## src/rtl/mw_word_array.sv

```systemverilog
module mw_word_array #(
    parameter int ADDR_W = 6,
    parameter int WORD_W = 16
) (
    input  logic              clk,
    input  logic              rst_n,
    input  logic              we,
    input  logic              fill,
    input  logic [ADDR_W-1:0] waddr,
    input  logic [WORD_W-1:0] wdata,
    input  logic [ADDR_W-1:0] raddr,
    output logic [WORD_W-1:0] rdata
);
    localparam int DEPTH = 1 << ADDR_W;

    logic [WORD_W-1:0] words_q [DEPTH];

    for (genvar i = 0; i < DEPTH; i++) begin : g_word
        always_ff @(posedge clk or negedge rst_n) begin
            if (!rst_n)
                words_q[i] <= '1;
            else if (fill || (we && waddr == ADDR_W'(i)))
                words_q[i] <= wdata;
        end
    end

    assign rdata = words_q[raddr];
endmodule

```

## config.mk

```make
export PLATFORM = sky130hd
export DESIGN_NAME = mw_word_array
export DESIGN_NICKNAME = d
export VERILOG_FILES = /design/src/rtl/mw_word_array.sv
export SDC_FILE = /design/constraint.sdc
export NUM_CORES = 1
export LEC_CHECK = 0
export ABC_AREA = 1
export BUFFER_PORTS_ARGS = -buffer_cell sky130_fd_sc_hd__buf_2
export CORE_AREA = 2 2 282 312
export DETAILED_ROUTE_END_ITERATION = 6
export DIE_AREA = 0 0 284 314
export GPL_ROUTABILITY_DRIVEN = 0
export GPL_TIMING_DRIVEN = 0
export HOLD_SLACK_MARGIN = 0.1
export PLACE_DENSITY = 0.82
export REMOVE_ABC_BUFFERS = 1
export SLEW_MARGIN = 20
export SYNTH_ARGS = -nofsm -noshare
export SYNTH_HDL_FRONTEND = slang
export SYNTH_SLANG_ARGS = --single-unit
```

## constraint.sdc

```tcl
create_clock -name clk -period 2.7 [get_ports clk]
set_input_delay 0.27 -clock clk [delete_from_list [all_inputs] [get_ports clk]]
set_output_delay 0.27 -clock clk [all_outputs]
set_load 0.01 [all_outputs]
```

Word level (Yosys, flattened, before mapping). Index checks and enable logic that the tools add are counted. W data, S select, Z words.

Eq/ne operators: 63. Mux-type cells: 3. Reductions and logical operators: 129. Magnitude comparators: 1. Bitwise logic cells: 1.

Operators with widths (count): $eq A6 B6 Y1 const B (32); $bmux W16 S6 (1); $eq A6 B5 Y1 const B (16); $logic_and A1 B1 Y1 (64); $logic_or A1 B1 Y1 (64); $eq A6 B4 Y1 const B (8); $mux W16 (2); $eq A6 B3 Y1 const B (4); $eq A6 B2 Y1 const B (2); $ge A7 B7 Y1 const B (1); $not A6 Y7 (1); $eq A6 B1 Y1 const B (1); $logic_not A6 Y1 (1).

Input port bits: 32. Bits in registers: 1024.

Depth between registers and ports, before layout. Gate-level depths: netlist (run 1).

Word-level depth: 4. Gate-level depth with buffers: 12. Gate-level depth less buffers: 9.

Least setup slack after synthesis (run 1). OpenSTA, ideal clock, no wires.

Kind: input -> output. Start point: input port raddr[0]. End point: output port rdata[12]. Arrival: 1.514 ns. Slack: 0.916 ns. Stages: 12. Data required time: 2.430 ns. Buffers on the path: 3. Path through: buf_2 inv_2 buf_2 clkbuf_1 nand2_1 nand3_1 nand3_1 nand2_1 nand2_1 nand3_1 nand3_1 nand2_1.

Longest elaborated chain between the ends: 4.

Ends and longest elaborated chain: start, declared (RTL line 11) `input logic [ADDR_W-1:0] raddr,`; $not A6 Y7 (implied by the code) (RTL line 27) `assign rdata = words_q[raddr];`; $bmux W16 S6 (RTL line 27); $mux W16 (implied by the code) (2 in a row) (RTL line 27); end, declared (RTL line 12) `output logic [WORD_W-1:0] rdata`.

No other way between the ends. The select of a mux whose other input is x is not followed.

Worst setup path after layout (run 1).
Start point: input port raddr[0]. End point: output port rdata[7].

Same word-level chain as after synthesis.

==> key figures, run 1 <==
Status
  – Status: finished with violations
  – Failing checks: setup timing

STA
  – Setup WS post-layout: -0.0692 ns
  – Clock Skew: 0 ns
  – Worst Tran Pin Value: 1.13 ns
  – F_max: 361 MHz
  – Final hold vios: 0
  – Total Neg Setup Slack: -0.0692 ns
  – RSZ-0062 raised after global routing: true
  – Setup violators final: 1
  – Period minus WS final: 2.77 ns
  – Tcrit/Tclk final: 103%
  – Final Max Tran Viols: 0
  – Min Hold Slack: 0.291 ns
  – Slew margin rel.: 24.5%

Pwr
  – Worst vdd ir: 0.589 mV
  – Pwr/cell area: 700 mW/mm^2
  – Leak: 0.0236 uW

Detailed routing
  – Vias/cell: 6.30
  – Post-Route WL: 143 mm
  – First drt pass iteration count: 6
  – Antenna Nets Post-Route: 0
  – Iter 0 DRT Violations: 4,024
  – Remaining DRCs: 0
  – Vias: 36,700
  – WL per Instance: 24.6 microns

Logic synthesis
  – Synthesized flop and latch total: 1,024
  – Post-synth EDFFs: 0
  – Yosys top cell area share: 52.5%
  – Yosys top cell by area: dfstp_2
  – Mapped Area: 0.0513 sq mm
  – Async set or reset register ratio after synthesis: 100%
  – Synth unique cells: 20
  – Sequential area share after synthesis: 52.5%
  – Post-synth top cells: nand2_1 (1,353), dfstp_2 (1,024), nand3_1 (864)
  – YS warnings: 0
  – Post-synthesis area per instance: 10.7 sq um
  – Top cells by area, synth: dfstp_2 (52%), mux2_2 (16%), nand2_1 (9.9%)
  – Cells after Synth: 4,785
  – Top_reg_cell synth: dfstp_2
  – Count leader, synth: nand2_1

Worst setup path
  – Slowest cell on the critical path: buf_16
  – Crit Path Category: primary input to primary output
  – Cell depth of the worst setup path: 13
  – Crit path max-delay family: simple AND/OR/NAND/NOR gates
  – Setup crit end kind: primary output
  – Worst Path Arrival: 2.50 ns
  – Worst setup SP type: primary input
  – Critical path origin: raddr[0]
  – RR Endpoint: words_q[593]$_DFFE_PN1P_
  – Critical Path Max Stage Delay: 0.24 ns
  – WP data required: 2.43 ns
  – Setup slack, reg-to-reg: 1.91 ns
  – Worst r2r src: words_q[593]$_DFFE_PN1P_
  – Worst Reg-to-Reg Cells: 1
  – Worst Path Buf+Inv: 5
  – Most frequent CP cell: nand2_1
  – Critical-path maximum fanout: 46
  – Critical-path cell list: buf_8 > buf_16 > buf_16 > buf_16 > nand2_1 > nand3_1 > nand3_1 > nand2_1 > nand2_1 > nand3_1 > nand3_2 > nand2_1 > buf_2

Clock network
  – Worst-Skew Late Latency: 0.69 ns
  – H-tree depth: 3
  – Max Root-Sink Buffers: 3
  – CTS tree: built
  – CTS buffer count: 102
  – Sink Count: 1,024
  – Clk slew on worst S/H paths: 0.06 ns
  – Root Driver: clkbuf_16

GRT
  – Vias in the first global route: 38,200
  – First-pass GRT wire length: 221 mm
  – Largest net degree at the start of global routing: 147
  – Initial antenna violation count: 8
  – GRT Total Usage: 31.8%
  – Total gr overflow: 0

Die
  – Initial Util: 59.6%
  – Row cnt: 113
  – I/O pin count: 48
  – Core ar.: 0.0860 sq mm
  – Die width: 284 microns
  – DIE AREA: 0.0892 sq mm
  – Die Ht: 314 microns

Hold path
  – Worst Hold Launch: wdata[13]
  – Hold EP: words_q[93]$_DFFE_PN1P_
  – Hold Path Depth: 2
  – HP Class: primary input to flip-flop

Cells and area
  – Largest register FFs: 1,024
  – Largest regs: words_q (1024)
  – Nets: 4,626
  – Layout area overhead: 9.80%
  – Reg with most FFs: words_q
  – Fin util: 65.5%
  – Fraction of layout cells with a size suffix above 1: 48.3%
  – Fillers: 6,064

Job
  – Max cap viols: 0

Placement
  – Input/output buffers: 47
  – Post-DP HPWL: 71.7 mm
## where the power goes
group          leakage [uW]  switching (uW)  internal, uW
registers            0.0108             855         18100
logic                0.0111            3380          2450
clock network       0.00171            6080          8550
total                0.0236           10300         29100
## final cells by class
cell class	instances	area, sq um	area share [%]
Sequential cell	1024	26900	47.8
Multi-Input combinational cell	3340	22400	39.8
Clock buffer	139	3030	5.38
Timing Repair Buffer	109	1940	3.45
Tap cell	1150	1440	2.56
Clock inverter	37	412	0.731
Inverter	14	113	0.200
Timing Repair inverter	3	28.8	0.0511
Antenna cell	7	17.5	0.0311
## placed cells by master (no fill, tap or decap), types with 3 or more instances in the layout
master	instances
nand2_1	1340
dfstp_2	1024
nand3_1	840
mux2_2	724
mux2_1	200
clkbuf_16	107
mux2_4	100
nand2_2	50
buf_16	33
nand2_4	32
buf_2	26
clkbuf_8	25
buf_4	24
clkinv_2	23
nand3_2	19
bufbuf_16	17
nor2_1	16
nand2_8	10
clkbuf_1	8
bufinv_16	8
diode_2	7
inv_1	6
buf_12	6
nand3_4	5
inv_6	5
nor3_4	4
clkinvlp_4	3
## stage by stage
stage | total power, uW | setup slack, ns | cell area (sq um) | cells
6_report | 39400 | -0.0692 | 56300 | 5823
5_1_grt | 40700 | -0.0719 | 56300 | 5816
4_1_cts | 39300 | 0.0141 | 56100 | 5811
3_5_place_dp | 24500 | -1.20 | 51700 | 5601
3_3_place_gp | 24300 | -26.45 | 50800 | 5575
2_1_floorplan | 22400 | -2.44 | 49200 | 4378
## cell families after synthesis
family / after synthesis / share of synthesized area, %
flip-flops: 1024 / 52.5
buffers and inverters: 421 / 4.20
multiplexers: 1024 / 23.2
AND/OR/NAND/NOR: 2316 / 20.1
## timing repair
item	4_1_cts	5_1_grt
pin swaps	0	1
setup endpoints to repair	16	16
gates cloned	26	2
hold endpoints to repair	83	0
gates resized for setup	38	23
hold buffers	1	0
setup buffers	7	3
## how the worst max path moves through the flow
stage	endpoint	slack (ns)
floorplan	rdata[0]	-2.44
global placement	rdata[14]	-26.45
detailed placement	rdata[14]	-1.20
CTS	rdata[5]	0.01
global route	rdata[7]	-0.07
finish	rdata[7]	-0.07
## metal layers
layer	routed length [microns]	up-vias	track usage [%]	part of all wire [%]
met3	12900	509	6.70	9.1
met5	40	-	0	0.028
met2	66900	1889	51.7	47
li1	-	15700	-	-
met4	9070	6	19.8	6.3
met1	54100	18600	39.2	38
No activity file was read; power rests on OpenSTA's default activity.
==> run 2, diff against run 1 <==
--- a/config.mk
+++ b/config.mk
@@ -7,9 +7,9 @@
 export LEC_CHECK = 0
 export ABC_AREA = 1
 export BUFFER_PORTS_ARGS = -buffer_cell sky130_fd_sc_hd__buf_2
-export CORE_AREA = 2 2 282 312
+export CORE_AREA = 5 5 285 315
 export DETAILED_ROUTE_END_ITERATION = 6
-export DIE_AREA = 0 0 284 314
+export DIE_AREA = 0 0 290 320
 export GPL_ROUTABILITY_DRIVEN = 0
 export GPL_TIMING_DRIVEN = 0
 export HOLD_SLACK_MARGIN = 0.1
==> run 2 against run 1 <==
- the run still ends with setup timing left
- cell area rose by 1.0%
- fmax rose by 2.3%
- clock power rose by 5%
- largest power group unchanged
- clock skew did not move
- critical path depth fell by 1
- utilization rose by 0.67 points
- non-clock buffer count rose by 10
- highest routed layer unchanged
- flip-flop and latch count did not move
- worst hold slack barely moved
- combinational power rose by 2%
==> key figures, run 2 (synthesized netlist as in run 1, its figures left out) <==
STA
  – Period minus WS final: 2.71 ns (-0.0624 ns)
  – Slew margin rel.: 27.3% (+2.7 points)
  – Worst Tran Pin Value: 1.09 ns (-0.0420 ns)
  – Tcrit/Tclk final: 100% (-2.3 points)
  – RSZ-0062 raised after global routing: true
  – Setup violators final: 1 (unchanged)
  – Setup WS post-layout: -0.00687 ns (+0.0624 ns)
  – Min Hold Slack: 0.291 ns (+0.000370 ns)
  – Final Max Tran Viols: 0 (unchanged)
  – Final hold vios: 0 (unchanged)
  – F_max: 369 MHz (+2.3%)
  – Clock Skew: 0 ns (unchanged)

Pwr
  – Pwr/cell area: 709 mW/mm^2 (+1.3%)
  – Final Total Pwr: 40,300 uW (+2.3%)
  – Leak: 0.0238 uW (+1.0%)
  – Worst vdd ir: 0.544 mV (-7.5%)

Die
  – I/O pin count: 48 (unchanged)
  – Die Ht: 320 microns (+1.9%)
  – Core ar.: 0.0860 sq mm (unchanged)
  – Row cnt: 113 (unchanged)
  – Initial Util: 59.6% (unchanged)
  – DIE AREA: 0.0928 sq mm (+4.1%)
  – Die width: 290 microns (+2.1%)

Cells and area
  – Fin util: 66.2% (+0.67 points)
  – Nets: 4,638 (+0.26%)
  – Final instance area: 0.0569 sq mm (+1.0%)
  – Largest register FFs: 1,024 (unchanged)
  – Finished Layout Cells: 5,847 (+0.41%)
  – Fillers: 5,886 (-2.9%)
  – Layout area overhead: 10.9%
  – Most frequent cells in the layout: nand2_1 (1,331), dfstp_2 (1,024), nand3_1 (840), mux2_2 (724), mux2_1 (200)
  – Reg with most FFs: words_q
  – Commonest non-fill, non-tap cell in the layout: nand2_1
  – Fraction of layout cells with a size suffix above 1: 48.6% (+0.31 points)
  – Largest regs: words_q (1024)

Detailed routing
  – Antenna Nets Post-Route: 0 (unchanged)
  – WL per Instance: 24.8 microns (+0.82%)
  – Remaining DRCs: 0 (unchanged)
  – First drt pass iteration count: 6 (unchanged)
  – Iter 0 DRT Violations: 4,352 (+8.2%)
  – Vias/cell: 6.35 (+0.66%)
  – Vias: 37,100 (+1.1%)
  – Post-Route WL: 145 mm (+1.2%)

Worst setup path
  – Worst Path Arrival: 2.44 ns (-0.06 ns)
  – Crit Path Category: primary input to primary output
  – Critical-path cell list: buf_16 > inv_16 > buf_16 > buf_16 > nand3_1 > nand3_1 > nand2_1 > nand2_1 > nand3_2 > nand3_4 > nand2_2 > buf_2
  – Slowest cell on the critical path: buf_16
  – WP data required: 2.43 ns (about the same)
  – Most frequent CP cell: buf_16
  – Worst setup SP type: primary input
  – Critical Path Max Stage Delay: 0.27 ns (+0.03 ns)
  – Critical-path maximum fanout: 41 (-11%)
  – Setup crit end kind: primary output

Clock network
  – Clk slew on worst S/H paths: 0.06 ns (about the same)
  – Max Root-Sink Buffers: 3 (unchanged)
  – CTS buffer count: 103 (+0.98%)
  – H-tree depth: 3 (unchanged)
  – Root Driver: clkbuf_16
  – CTS tree: built
  – Sink Count: 1,024 (unchanged)
  – Worst-Skew Late Latency: 0.67 ns (-0.02 ns)

GRT
  – Largest net degree at the start of global routing: 143 (-2.7%)
  – Initial antenna violation count: 8 (unchanged)
  – Total gr overflow: 0 (unchanged)
  – Vias in the first global route: 38,300 (+0.22%)
  – GRT Total Usage: 30.0% (-1.9 points)
  – First-pass GRT wire length: 221 mm (+0.25%)

Placement
  – Placed insts: 5,603 (+0.036%)
  – Input/output buffers: 47 (unchanged)
  – Post-place instance area: 0.0517 sq mm (about the same)
  – Post-DP HPWL: 71.7 mm (about the same)

Job
  – Max cap viols: 0 (unchanged)

Status
  – Failing checks: setup timing
  – Status: finished with violations

Hold path
  – HP Class: primary input to flip-flop
==> run 2: final timing paths <==
check | endpoint | start | depth (start not counted) | slack [ns]
hold / removal | words_q[641]$_DFFE_PN1P_ | wdata[1] | 2 | 0.29
max in group asynchronous | words_q[592]$_DFFE_PN1P_ | rst_n | 5 | 0.56
hold reg to reg | words_q[948]$_DFFE_PN1P_ | words_q[948]$_DFFE_PN1P_ | 1 | 0.62
setup reg to reg | words_q[331]$_DFFE_PN1P_ | words_q[331]$_DFFE_PN1P_ | 1 | 1.91
min in group asynchronous | words_q[310]$_DFFE_PN1P_ | rst_n | 2 | 0.56
setup / recovery | rdata[12] | raddr[1] | 12 | -0.007
==> run 2: layer usage <==
layer / global-route usage [%] / wire (microns) / up-vias
met2: 48.4 / 68400 / 1952
li1: - / - / 15800
met4: 17.0 / 8380 / 4
met3: 6.45 / 13500 / 530
met1: 37.8 / 54400 / 18800
met5: 0 / 28 / -
==> run 2: through the flow <==
step	setup TNS [ns]	setup slack, ns
after global placement	-	-26.35
after global routing	-0.158	-0.0306
final	-0.00687	-0.00687
after detailed placement	-19.18	-1.27
after CTS	0	0.000508
after floorplan	-180.63	-2.44
==> run 2: final cells by class <==
class,count,area (sq um),area share [%]
Clock inverter,43,597,1.05
Multi-Input combinational cell,3340,22500,39.6
Antenna cell,5,12.5,0.0220
Sequential cell,1024,26900,47.3
Clock buffer,148,3070,5.40
Tap cell,1150,1440,2.53
Timing Repair Buffer,119,2190,3.85
Timing Repair inverter,4,35.0,0.0616
Inverter,14,109,0.191
==> run 2: timing repair <==
action | CTS | global route
pin swaps | 5 | 5
resized for setup | 70 | 16
hold endpoints to repair | 110 | 0
setup endpoints to repair | 16 | 16
buffers inserted | 6 | 5
gates cloned | 31 | 5
hold buffers | 1 | 0
==> run 2: worst max-delay path, delay by kind of cell <==
family	cells	cell delay (ns)
AND/OR/NAND/NOR	7	0.97
buffers and inverters	5	1.08
==> run 2: power breakdown <==
group	total [uW]	switching, uW	internal [uW]
Combinational	5920	3420	2500
Clock	15400	6220	9230
Sequential	19000	870	18100
